[src/rtl/dacseq_pkg.sv]
// Shared types and helpers for the converter write-cycle sequencer.
// Assumes all timing minimums are given in whole nanoseconds.
package dacseq_pkg;

    // Update schedule requested by the host
    typedef enum logic [1:0] {
        MODE_TWO   = 2'd0,
        MODE_THREE = 2'd1,
        MODE_TIED  = 2'd2,
        MODE_SPARE = 2'd3
    } upd_mode_e;

    // Sequencer phases
    typedef enum logic [2:0] {
        ST_IDLE,
        ST_SETUP,
        ST_LOW,
        ST_HOLD,
        ST_LPULSE,
        ST_FIN
    } seq_state_e;

    // Round a time up to whole clock cycles
    function automatic int unsigned ns_to_cyc(int unsigned ns, int unsigned per);
        return (ns + per - 1) / per;
    endfunction

    // Larger of two counts
    function automatic int unsigned max2(int unsigned a, int unsigned b);
        return (a > b) ? a : b;
    endfunction

endpackage

[src/rtl/dacseq_timer.sv]
// Phase timer: a down-counter loaded with (length - 1) on entry to a
// phase; zero_o marks the last cycle of that phase.
// Assumes load_i is a single-cycle pulse from the sequencer.
module dacseq_timer #(
    parameter int CNT_W = 4
) (
    input  logic             clk,
    input  logic             rst_n,
    input  logic             load_i,
    input  logic [CNT_W-1:0] val_i,
    output logic             zero_o
);

    logic [CNT_W-1:0] cnt_q;

    // Load on phase entry, otherwise count down to zero and stay
    always_ff @(posedge clk) begin
        if (!rst_n)
            cnt_q <= '0;
        else if (load_i)
            cnt_q <= val_i;
        else if (cnt_q != '0)
            cnt_q <= cnt_q - 1'b1;
    end

    assign zero_o = (cnt_q == '0);

endmodule

[src/rtl/dacseq_fsm.sv]
// Sequencer: walks the write and load phases for the chosen mode and
// drives registered bus outputs, so no strobe can glitch.
// Assumes the phase lengths passed in already cover every minimum.
module dacseq_fsm
    import dacseq_pkg::*;
#(
    parameter int CODE_W   = 12,
    parameter int CNT_W    = 4,
    parameter int LOW_CYC  = 10,
    parameter int HOLD_CYC = 1,
    parameter int LP_CYC   = 5
) (
    input  logic              clk,
    input  logic              rst_n,
    input  logic              req_i,
    input  logic [1:0]        mode_i,
    input  logic [CODE_W-1:0] code_a_i,
    input  logic [CODE_W-1:0] code_b_i,
    input  logic              tmr_zero_i,
    output logic              tmr_load_o,
    output logic [CNT_W-1:0]  tmr_val_o,
    output logic              busy_o,
    output logic              done_o,
    output logic [CODE_W-1:0] dbus_o,
    output logic              sel_b_o,
    output logic              wr_n_o,
    output logic              ld_n_o
);

    localparam logic [CNT_W-1:0] LOW_M1  = CNT_W'(LOW_CYC - 1);
    localparam logic [CNT_W-1:0] HOLD_M1 = CNT_W'(HOLD_CYC - 1);
    localparam logic [CNT_W-1:0] LP_M1   = CNT_W'(LP_CYC - 1);

    seq_state_e        state_q;
    upd_mode_e         mode_q;
    logic              second_q;
    logic [CODE_W-1:0] a_q, b_q;
    logic              sep_load;

    // Three-step schedule (mode 3 aliases it) ends in a separate load pulse
    assign sep_load = (mode_q == MODE_THREE) || (mode_q == MODE_SPARE);

    // Timer loading at each phase entry
    always_comb begin
        tmr_load_o = 1'b0;
        tmr_val_o  = '0;
        case (state_q)
            ST_SETUP: begin
                tmr_load_o = 1'b1;
                tmr_val_o  = LOW_M1;
            end
            ST_LOW: if (tmr_zero_i) begin
                tmr_load_o = 1'b1;
                tmr_val_o  = HOLD_M1;
            end
            ST_HOLD: if (tmr_zero_i && second_q && sep_load) begin
                tmr_load_o = 1'b1;
                tmr_val_o  = LP_M1;
            end
            default: ;
        endcase
    end

    // Phase sequencing and registered bus outputs
    always_ff @(posedge clk) begin
        if (!rst_n) begin
            state_q  <= ST_IDLE;
            mode_q   <= MODE_TWO;
            second_q <= 1'b0;
            a_q      <= '0;
            b_q      <= '0;
            busy_o   <= 1'b0;
            done_o   <= 1'b0;
            dbus_o   <= '0;
            sel_b_o  <= 1'b1;
            wr_n_o   <= 1'b1;
            ld_n_o   <= 1'b1;
        end else begin
            done_o <= 1'b0;
            case (state_q)
                ST_IDLE: if (req_i) begin
                    mode_q   <= upd_mode_e'(mode_i);
                    a_q      <= code_a_i;
                    b_q      <= code_b_i;
                    busy_o   <= 1'b1;
                    second_q <= 1'b0;
                    state_q  <= ST_SETUP;
                    if (upd_mode_e'(mode_i) == MODE_TIED) begin
                        sel_b_o <= 1'b1;
                        dbus_o  <= code_b_i;
                        ld_n_o  <= 1'b1;
                    end else begin
                        sel_b_o <= 1'b0;
                        dbus_o  <= code_a_i;
                    end
                end
                ST_SETUP: begin
                    wr_n_o <= 1'b0;
                    if (second_q && mode_q == MODE_TWO)
                        ld_n_o <= 1'b0;
                    state_q <= ST_LOW;
                end
                ST_LOW: if (tmr_zero_i) begin
                    wr_n_o  <= 1'b1;
                    state_q <= ST_HOLD;
                end
                ST_HOLD: if (tmr_zero_i) begin
                    if (!second_q) begin
                        second_q <= 1'b1;
                        state_q  <= ST_SETUP;
                        if (mode_q == MODE_TIED) begin
                            sel_b_o <= 1'b0;
                            ld_n_o  <= 1'b0;
                            dbus_o  <= a_q;
                        end else begin
                            sel_b_o <= 1'b1;
                            dbus_o  <= b_q;
                        end
                    end else if (sep_load) begin
                        ld_n_o  <= 1'b0;
                        state_q <= ST_LPULSE;
                    end else begin
                        ld_n_o  <= 1'b1;
                        sel_b_o <= 1'b1;
                        state_q <= ST_FIN;
                    end
                end
                ST_LPULSE: if (tmr_zero_i) begin
                    ld_n_o  <= 1'b1;
                    state_q <= ST_FIN;
                end
                ST_FIN: begin
                    busy_o  <= 1'b0;
                    done_o  <= 1'b1;
                    state_q <= ST_IDLE;
                end
                default: state_q <= ST_IDLE;
            endcase
        end
    end

endmodule

[src/rtl/dacseq_top.sv]
// Top of the converter write-cycle sequencer. Converts each nanosecond
// minimum to clock cycles (rounded up) and sizes the three phase lengths:
// one write-low window long enough for every setup and width, one hold
// window after each write edge, and one standalone load pulse.
// Assumes a free-running clock of CLK_PERIOD_NS and a synchronous reset.
module dacseq_top
    import dacseq_pkg::*;
#(
    parameter int CODE_W        = 12,
    parameter int CLK_PERIOD_NS = 20,
    parameter int SEL_SETUP_NS  = 150,
    parameter int SEL_HOLD_NS   = 0,
    parameter int DATA_SETUP_NS = 220,
    parameter int DATA_HOLD_NS  = 0,
    parameter int WR_WIDTH_NS   = 130,
    parameter int LD_WIDTH_NS   = 100,
    parameter int LD_SETUP_NS   = 80,
    parameter int LD_HOLD_NS    = 20
) (
    input  logic              clk,
    input  logic              rst_n,
    input  logic              req_i,
    input  logic [1:0]        mode_i,
    input  logic [CODE_W-1:0] code_a_i,
    input  logic [CODE_W-1:0] code_b_i,
    output logic              busy_o,
    output logic              done_o,
    output logic [CODE_W-1:0] dbus_o,
    output logic              sel_b_o,
    output logic              wr_n_o,
    output logic              ld_n_o
);

    localparam int SS_C = ns_to_cyc(SEL_SETUP_NS, CLK_PERIOD_NS);
    localparam int SH_C = ns_to_cyc(SEL_HOLD_NS, CLK_PERIOD_NS);
    localparam int DS_C = ns_to_cyc(DATA_SETUP_NS, CLK_PERIOD_NS);
    localparam int DH_C = ns_to_cyc(DATA_HOLD_NS, CLK_PERIOD_NS);
    localparam int WP_C = ns_to_cyc(WR_WIDTH_NS, CLK_PERIOD_NS);
    localparam int LP_C = ns_to_cyc(LD_WIDTH_NS, CLK_PERIOD_NS);
    localparam int LS_C = ns_to_cyc(LD_SETUP_NS, CLK_PERIOD_NS);
    localparam int LH_C = ns_to_cyc(LD_HOLD_NS, CLK_PERIOD_NS);

    // Bus values appear one setup cycle before the write strobe falls
    localparam int LOW_CYC  = max2(max2(max2(WP_C, LS_C), max2(DS_C, 1) - 1),
                                   max2(max2(SS_C, 1) - 1, 1));
    localparam int HOLD_CYC = max2(max2(LH_C, 1), max2(SH_C, DH_C));
    localparam int LP_CYC   = max2(LP_C, 1);
    localparam int MAX_CYC  = max2(LOW_CYC, max2(HOLD_CYC, LP_CYC));
    localparam int CNT_W    = $clog2(MAX_CYC + 1);

    logic             tmr_load;
    logic [CNT_W-1:0] tmr_val;
    logic             tmr_zero;

    dacseq_timer #(
        .CNT_W (CNT_W)
    ) u_timer (
        .clk    (clk),
        .rst_n  (rst_n),
        .load_i (tmr_load),
        .val_i  (tmr_val),
        .zero_o (tmr_zero)
    );

    dacseq_fsm #(
        .CODE_W   (CODE_W),
        .CNT_W    (CNT_W),
        .LOW_CYC  (LOW_CYC),
        .HOLD_CYC (HOLD_CYC),
        .LP_CYC   (LP_CYC)
    ) u_fsm (
        .clk        (clk),
        .rst_n      (rst_n),
        .req_i      (req_i),
        .mode_i     (mode_i),
        .code_a_i   (code_a_i),
        .code_b_i   (code_b_i),
        .tmr_zero_i (tmr_zero),
        .tmr_load_o (tmr_load),
        .tmr_val_o  (tmr_val),
        .busy_o     (busy_o),
        .done_o     (done_o),
        .dbus_o     (dbus_o),
        .sel_b_o    (sel_b_o),
        .wr_n_o     (wr_n_o),
        .ld_n_o     (ld_n_o)
    );

endmodule

[config.mk]
export PLATFORM = sky130hd
export DESIGN_NAME = dacseq_top
export DESIGN_NICKNAME = d
export VERILOG_FILES = /design/src/rtl/dacseq_pkg.sv /design/src/rtl/dacseq_timer.sv /design/src/rtl/dacseq_fsm.sv /design/src/rtl/dacseq_top.sv
export SDC_FILE = /design/constraint.sdc
export NUM_CORES = 1
export LEC_CHECK = 0
export ABC_AREA = 1
export BUFFER_PORTS_ARGS = -buffer_cell sky130_fd_sc_hd__buf_2
export CORE_MARGIN = 2
export CORE_UTILIZATION = 50
export DETAILED_ROUTE_END_ITERATION = 8
export PLACE_DENSITY_LB_ADDON = 0.05
export SLEW_MARGIN = 20
export SYNTH_ARGS = -nofsm -noshare
export SYNTH_HDL_FRONTEND = slang
export SYNTH_SLANG_ARGS = --single-unit
[constraint.sdc]
create_clock -name clk -period 1.5 [get_ports clk]
set_clock_uncertainty 0.2 [all_clocks]
set_input_delay 0 -clock clk [delete_from_list [all_inputs] [get_ports clk]]
set_output_delay 0 -clock clk [all_outputs]
set_load 0.03 [all_outputs]
==> out/results.ini, run 1 <==
[die]
io_pins = 46
die_h_um = 75.8
row_count = 26
die-width_um = 75.8
core-area_mm2 = 0.00504
floorplan.initialDensity = 0.511
die-area_mm2 = 0.00575

[run_status]
failed_checks = negative setup slack
outcome = complete, but fails checks

[global_routing]
grt_pass1_vias = 2370
grt_pass1_wl_um = 11200
grt_util_all_layers = 0.260
grt_max_degree = 27
grt-ovfl-total = 0
antenna_found_initial = 0

[timing]
max_slew_margin = 0.670
fmax_ghz = 0.646
rsz0062_at_grt = true
slew_viol_final = 0
fin_ws_ns = -0.0472
fin_crit_sh = 1.03
fin_crit_ns = 1.55
fin_hold_ws_ns = 0.0405
setup_viol = 18
tightestPinTransition_ns = 0.494
hold_viol = 0

[critical_path]
r2r_slack_ns = -0.05
start_kind = flop
crit_arrival_ns = 1.54
rr_worst_depth = 10
worstPathRequired_ns = 1.49
worstReg2RegEnd = u_fsm.sel_b_o
end_kind = flop
timing.rr.start = u_fsm.state_q[0]
path_class = reg2reg
crit_fanout = 4

[placed_design]
dpl.hpwl_um = 4690
io_buffer_count = 45
placedCellCount = 511
place_ws_ns = -0.154
gp_congestion = 0.882

[logic_synthesis]
ys_seq_elements = 51
ys_warn_count = 0
synth_cells = 384
avgSynthCellArea_um2 = 6.72
ys_seq_area_frac = 0.396
synth.distinct_cells = 23
syn_nets = 414
synth.cell_area_mm2 = 0.00258

[min_path]
hold_start = mode_i[1]
hold_path_class = in2reg
worstHoldPathCells = 4
holdPathEnd = u_fsm.mode_q[1]

[routing]
vias = 2854
dr.pass1.iters = 5
wire_per_inst_um = 13.8
viasPerCell = 5.19
drc = 0
drtIter0Drc = 293
antenna_left = 0
drt_wl_total_um = 7590

[clocking]
clk_latency_ns = 0.31
clockBufferDepth = 2
clk_pin_slew_ns = 0.11
cts-root-buf = clkbuf_8
cts_buffers = 5
h-tree-depth = 2
cts_tree = yes
clock-sinks = 51

[power]
power.leakage_uw = 0.00172
vdd.ir_drop.worst_mv = 0.998
power_density_mw_per_mm2 = 1820

[layout]
layout-drive-gt1-share = 0.285
fillCellCount = 415
syn2layout_area_growth_pct = 42.9
num-nets-final = 509
instances_no_fill = 550
insertedDiodeCount = 0

[run]
maxCapViolations = 0

-- cells in the mapped netlist, drive strengths merged --
master	number	share of area
nand4	1	0.0024
buf	11	0.033
nor2	44	0.069
o21ai	42	0.082
a21oi	48	0.093
dfxtp	51	0.40
clkinv	1	0.0015
clkbuf	11	0.016
nand2	91	0.14
o21bai	1	0.0029
o211ai	13	0.038
ha	1	0.0049
inv	41	0.060
nand3	26	0.050
xor2	2	0.0068
-- logic make-up (layout without fill, tap and decap cells) --
kind of cell	Yosys count	in the layout	share of synthesized area
fa+ha+maj	1	1	0.00485
flops	51	51	0.396
buf+inv	64	158	0.111
compound gates	104	104	0.215
simple gates	162	164	0.266
xor+xnor	2	2	0.00679
-- state kept, by name, indices dropped and copies added (netlist names), 2 cells and up --
name,flops
u_fsm.b_q,12
u_fsm.dbus_o,12
u_timer.cnt_q,4
u_fsm.a_q,12
u_fsm.state_q,3
u_fsm.mode_q,2
-- metal layers --
layer	global-route usage	routed length [µm]	share of wire
met1	0.369	3580	0.47
met2	0.417	3610	0.48
met5	0	0	0
met4	0.0682	65	0.0086
met3	0.0317	338	0.045
-- where the power goes --
part	switching (µW)	internal [µW]
clock	508	550
combinational	2200	1500
sequential	198	1750
-- repair_timing --
item / 4_1_cts / 5_1_grt
pin swaps: 6 / 10
gates cloned: 1 / 1
endpoints found under the setup margin: 42 / 44
buffers inserted: 1 / 1
gates resized for setup: 17 / 55
endpoints found under the hold margin: 37 / 0
hold buffers: 27 / 0
-- final cells by class --
type                    count  area [µm²]  share of cell area
well taps                  70        87.6              0.0238
inverters                  42         160              0.0435
multi-input cells         271        1470               0.398
flip-flops and latches     51        1030               0.279
repair buffers            108         821               0.223
clock buffers               6        82.6              0.0224
clock inverters             2        38.8              0.0105
-- per-stage QoR --
stage / utilization / total power [µW] / TNS (ns) / cell area, µm²
floorplan: - / 4090 / -0.0926 / 2600
global placement: 0.606 / 4980 / -1.58 / 3060
detailed placement: 0.606 / 5030 / -2.35 / 3060
CTS: 0.696 / 6280 / -0.674 / 3510
global route: 0.731 / 7170 / -3.19 / 3680
finish: 0.731 / 6700 / -0.365 / 3680
-- cell usage in the layout (no fill, tap or decap), drive strengths merged --
| master | Yosys | layout |
|---|---|---|
| o21ai | 42 | 42 |
| nand3 | 26 | 26 |
| nand2 | 91 | 93 |
| clkinv | 1 | 1 |
| nor2 | 44 | 44 |
| bufinv | 0 | 1 |
| o211ai | 13 | 13 |
| inv | 41 | 42 |
| o21bai | 1 | 1 |
| dfxtp | 51 | 51 |
| xor2 | 2 | 2 |
| buf | 11 | 81 |
| clkbuf | 11 | 6 |
| ha | 1 | 1 |
| dlygate4sd3 | 0 | 27 |
| nand4 | 1 | 1 |
| a21oi | 48 | 48 |
-- how the worst max path moves through the flow --
stage | slack (ns) | start | cells past startpoint | endpoint
floorplan | -0.01 | u_timer.cnt_q[1] | 10 | u_fsm.dbus_o[11]
global placement | -0.13 | u_timer.cnt_q[1] | 8 | u_timer.cnt_q[3]
detailed placement | -0.15 | u_timer.cnt_q[0] | 8 | u_timer.cnt_q[2]
CTS | -0.04 | u_timer.cnt_q[1] | 10 | u_fsm.sel_b_o
global route | -0.15 | u_fsm.state_q[0] | 9 | u_fsm.state_q[1]
finish | -0.05 | u_fsm.state_q[0] | 10 | u_fsm.sel_b_o
-- critical path, cell delays in order (launching register included) --
cell	delay [ns]
dfxtp_2	0.36
buf_6	0.12
nor2_4	0.11
nand2_2	0.08
inv_4	0.09
nand2_8	0.08
nand2_8	0.13
buf_6	0.11
nand2_2	0.03
nand2_1	0.05
nand3_1	0.06
Note: power is estimated with default switching activity, not from simulation.
==> run 2: changes to the inputs <==
- BUFFER_PORTS_ARGS: -buffer_cell sky130_fd_sc_hd__buf_2 -> -buffer_cell sky130_fd_sc_hd__buf_4
==> run 2 against run 1 <==
  * The flow finishes with violations (negative hold slack, negative setup slack)
  * Global-route usage rose by 0.86 points
  * Clock power fell by 5%
  * Sequential share of layout area fell by 1.2 points
  * Total power rose by 3.8%
  * Non-clock buffer count rose by 11
  * Sequential power barely moved
  * Via count rose by 1.7%
  * Die area did not move
  * Wire length rose by 2.2%
==> out/results.ini, run 2 (synthesis results as in run 1) <==
[die]
die_h_um = 75.8  ; unchanged
io_pins = 46  ; unchanged
floorplan.initialDensity = 0.511  ; unchanged
core-area_mm2 = 0.00504  ; unchanged
die-width_um = 75.8  ; unchanged
row_count = 26  ; unchanged
die-area_mm2 = 0.00575  ; unchanged

[placed_design]
placedCellCount = 518  ; was 511
place_ws_ns = -0.113  ; was -0.154 ns
io_buffer_count = 45  ; unchanged
dpl.hpwl_um = 4730  ; was 4690 µm
gp_congestion = 0.920  ; was 0.882

[clocking]
cts_buffers = 5  ; unchanged
clk_latency_ns = 0.31  ; about the same
h-tree-depth = 2  ; unchanged
clockBufferDepth = 2  ; unchanged
cts-root-buf = clkbuf_8  ; unchanged
clock-sinks = 51  ; unchanged
clk_pin_slew_ns = 0.10  ; was 0.11 ns
cts_tree = yes  ; unchanged

[layout]
mostFrequentLayoutCells = 83 x buf_4, 80 x nand2_1, 47 x a21oi_1, 45 x dfxtp_1  ; was 80 x nand2_1, 47 x dfxtp_1, 45 x buf_2, 43 x a21oi_1, 36 x inv_1
insertedDiodeCount = 0  ; unchanged
num-nets-final = 520  ; was 509
layout-drive-gt1-share = 0.281  ; was 0.285
layout_commonest_cell = buf_4  ; was nand2_1
instances_no_fill = 561  ; was 550
syn2layout_area_growth_pct = 50.3  ; was 42.9%
reg.largest.list = u_fsm.a_q: 12 flops, u_fsm.b_q: 12 flops, u_fsm.dbus_o: 12 flops  ; unchanged

[routing]
drtIter0Drc = 230  ; was 293
viasPerCell = 5.17  ; was 5.19
dr.pass1.iters = 5  ; unchanged
wl_met2_um = 3760  ; was 3610 µm
drt_wl_total_um = 7760  ; was 7590 µm
wire_per_inst_um = 13.8  ; about the same
wl_met1_um = 3410  ; was 3580 µm
antenna_left = 0  ; unchanged
route.top_layer_used = met4  ; unchanged
vias = 2902  ; was 2854
drc = 0  ; unchanged
wl_met3_um = 479  ; was 338 µm

[global_routing]
grt_max_degree = 21  ; was 27
grt_util_all_layers = 0.268  ; was 0.260
grt-ovfl-total = 0  ; unchanged
grt_pass1_vias = 2527  ; was 2370
antenna_found_initial = 0  ; unchanged
grt_pass1_wl_um = 11700  ; was 11200 µm

[timing]
tightestPinTransition_ns = 0.303  ; was 0.494 ns
fmax_ghz = 0.629  ; was 0.646 GHz
fin_ws_ns = -0.0887  ; was -0.0472 ns
hold_viol = 1  ; was 0
fin_crit_ns = 1.59  ; was 1.55 ns
rsz0062_at_grt = true  ; unchanged
max_slew_margin = 0.796  ; was 0.670
slew_viol_final = 0  ; unchanged
setup_viol = 18  ; unchanged
fin_hold_ws_ns = -0.00184  ; was 0.0405 ns
fin_crit_sh = 1.06  ; was 1.03
fin_setup_tns_ns = -0.777  ; was -0.365 ns

[power]
switchingPower_uw = 2930  ; was 2900 µW
power.leakage_uw = 0.00178  ; was 0.00172 µW
power_density_mw_per_mm2 = 1800  ; was 1820 mW/mm²
pwr-share-comb = 0.571  ; was 0.551
swShare = 0.421  ; was 0.433
pwr-share-seq = 0.284  ; was 0.291
p_int_uw = 4030  ; was 3800 µW
design_power_total_uw = 6960  ; was 6700 µW
vdd.ir_drop.worst_mv = 0.810  ; was 0.998 mV
clkPwrFrac = 0.145  ; was 0.158

[run_status]
outcome = complete, but fails checks  ; unchanged
failed_checks = negative hold slack, negative setup slack  ; was negative setup slack

[critical_path]
worstPathRequired_ns = 1.51  ; was 1.49 ns
start_kind = flop  ; unchanged
path_class = reg2reg  ; unchanged
r2r_slack_ns = -0.09  ; was -0.05 ns
crit_fanout = 4  ; unchanged
end_kind = flop  ; unchanged
rr_worst_depth = 10  ; unchanged
crit_arrival_ns = 1.59  ; was 1.54 ns

[min_path]
worstHoldPathCells = 4  ; unchanged
hold_path_class = in2reg  ; unchanged

[run]
maxCapViolations = 0  ; unchanged

[run 2: path summary, 6_finish.rpt]
kind,from,end
setup / recovery,u_timer.cnt_q[0],u_fsm.sel_b_o
hold / removal,mode_i[1],u_fsm.mode_q[1]
setup reg to reg,u_timer.cnt_q[0],u_fsm.sel_b_o
hold reg to reg,u_fsm.b_q[9],u_fsm.b_q[9]
[run 2: per-layer routing]
layer  vias to the layer above  GRT usage
met5                         -          0
met4                         0     0.0858
met3                        12     0.0370
met2                       116      0.442
met1                      1311      0.363
li1                       1463          -
[run 2: power by group through the flow]
stage                     Combinational [µW]  Clock, µW  Sequential [µW]
after global routing                    4350       1070             2020
after floorplan                         1850          0             2240
after global placement                  3280          0             1960
after detailed placement                3310          0             1970
after CTS                               3640       1030             1970
final                                   3970       1010             1980
[run 2: area by class of cell]
type                       instances  area, µm²
timing repair buffer             119       1050
inverter                          42        160
fill                             402       1170
clock inverter                     3       47.5
multi-input combinational        271       1420
clock buffer                       5       68.8
tap                               70       87.6
sequential                        51       1040
[run 2: timing repair]
item,CTS,global route
resized for setup,25,25
cloned,2,1
hold buffers,27,0
setup endpoints to repair,29,37
buffers inserted,2,3
endpoints found under the hold margin,44,0
pin swaps,10,8
[run 2: critical path: stages, from the launching register on]
cell	delay (ns)
dfxtp_2	0.34
inv_2	0.07
ha_4	0.16
nand2_4	0.05
nor2_4	0.15
nand2_2	0.12
nand2_8	0.13
buf_6	0.11
nand2_2	0.03
nand2_1	0.05
nand3_1	0.06
[run 2: through the flow]
step,area [µm²],util,hold slack (ns)
global route,3870,0.768,0.0242
global placement,3260,0.646,0.0898
floorplan,2600,-,-0.0357
finish,3870,0.768,-0.00184
CTS,3780,0.749,0.0216
detailed placement,3260,0.646,0.0981
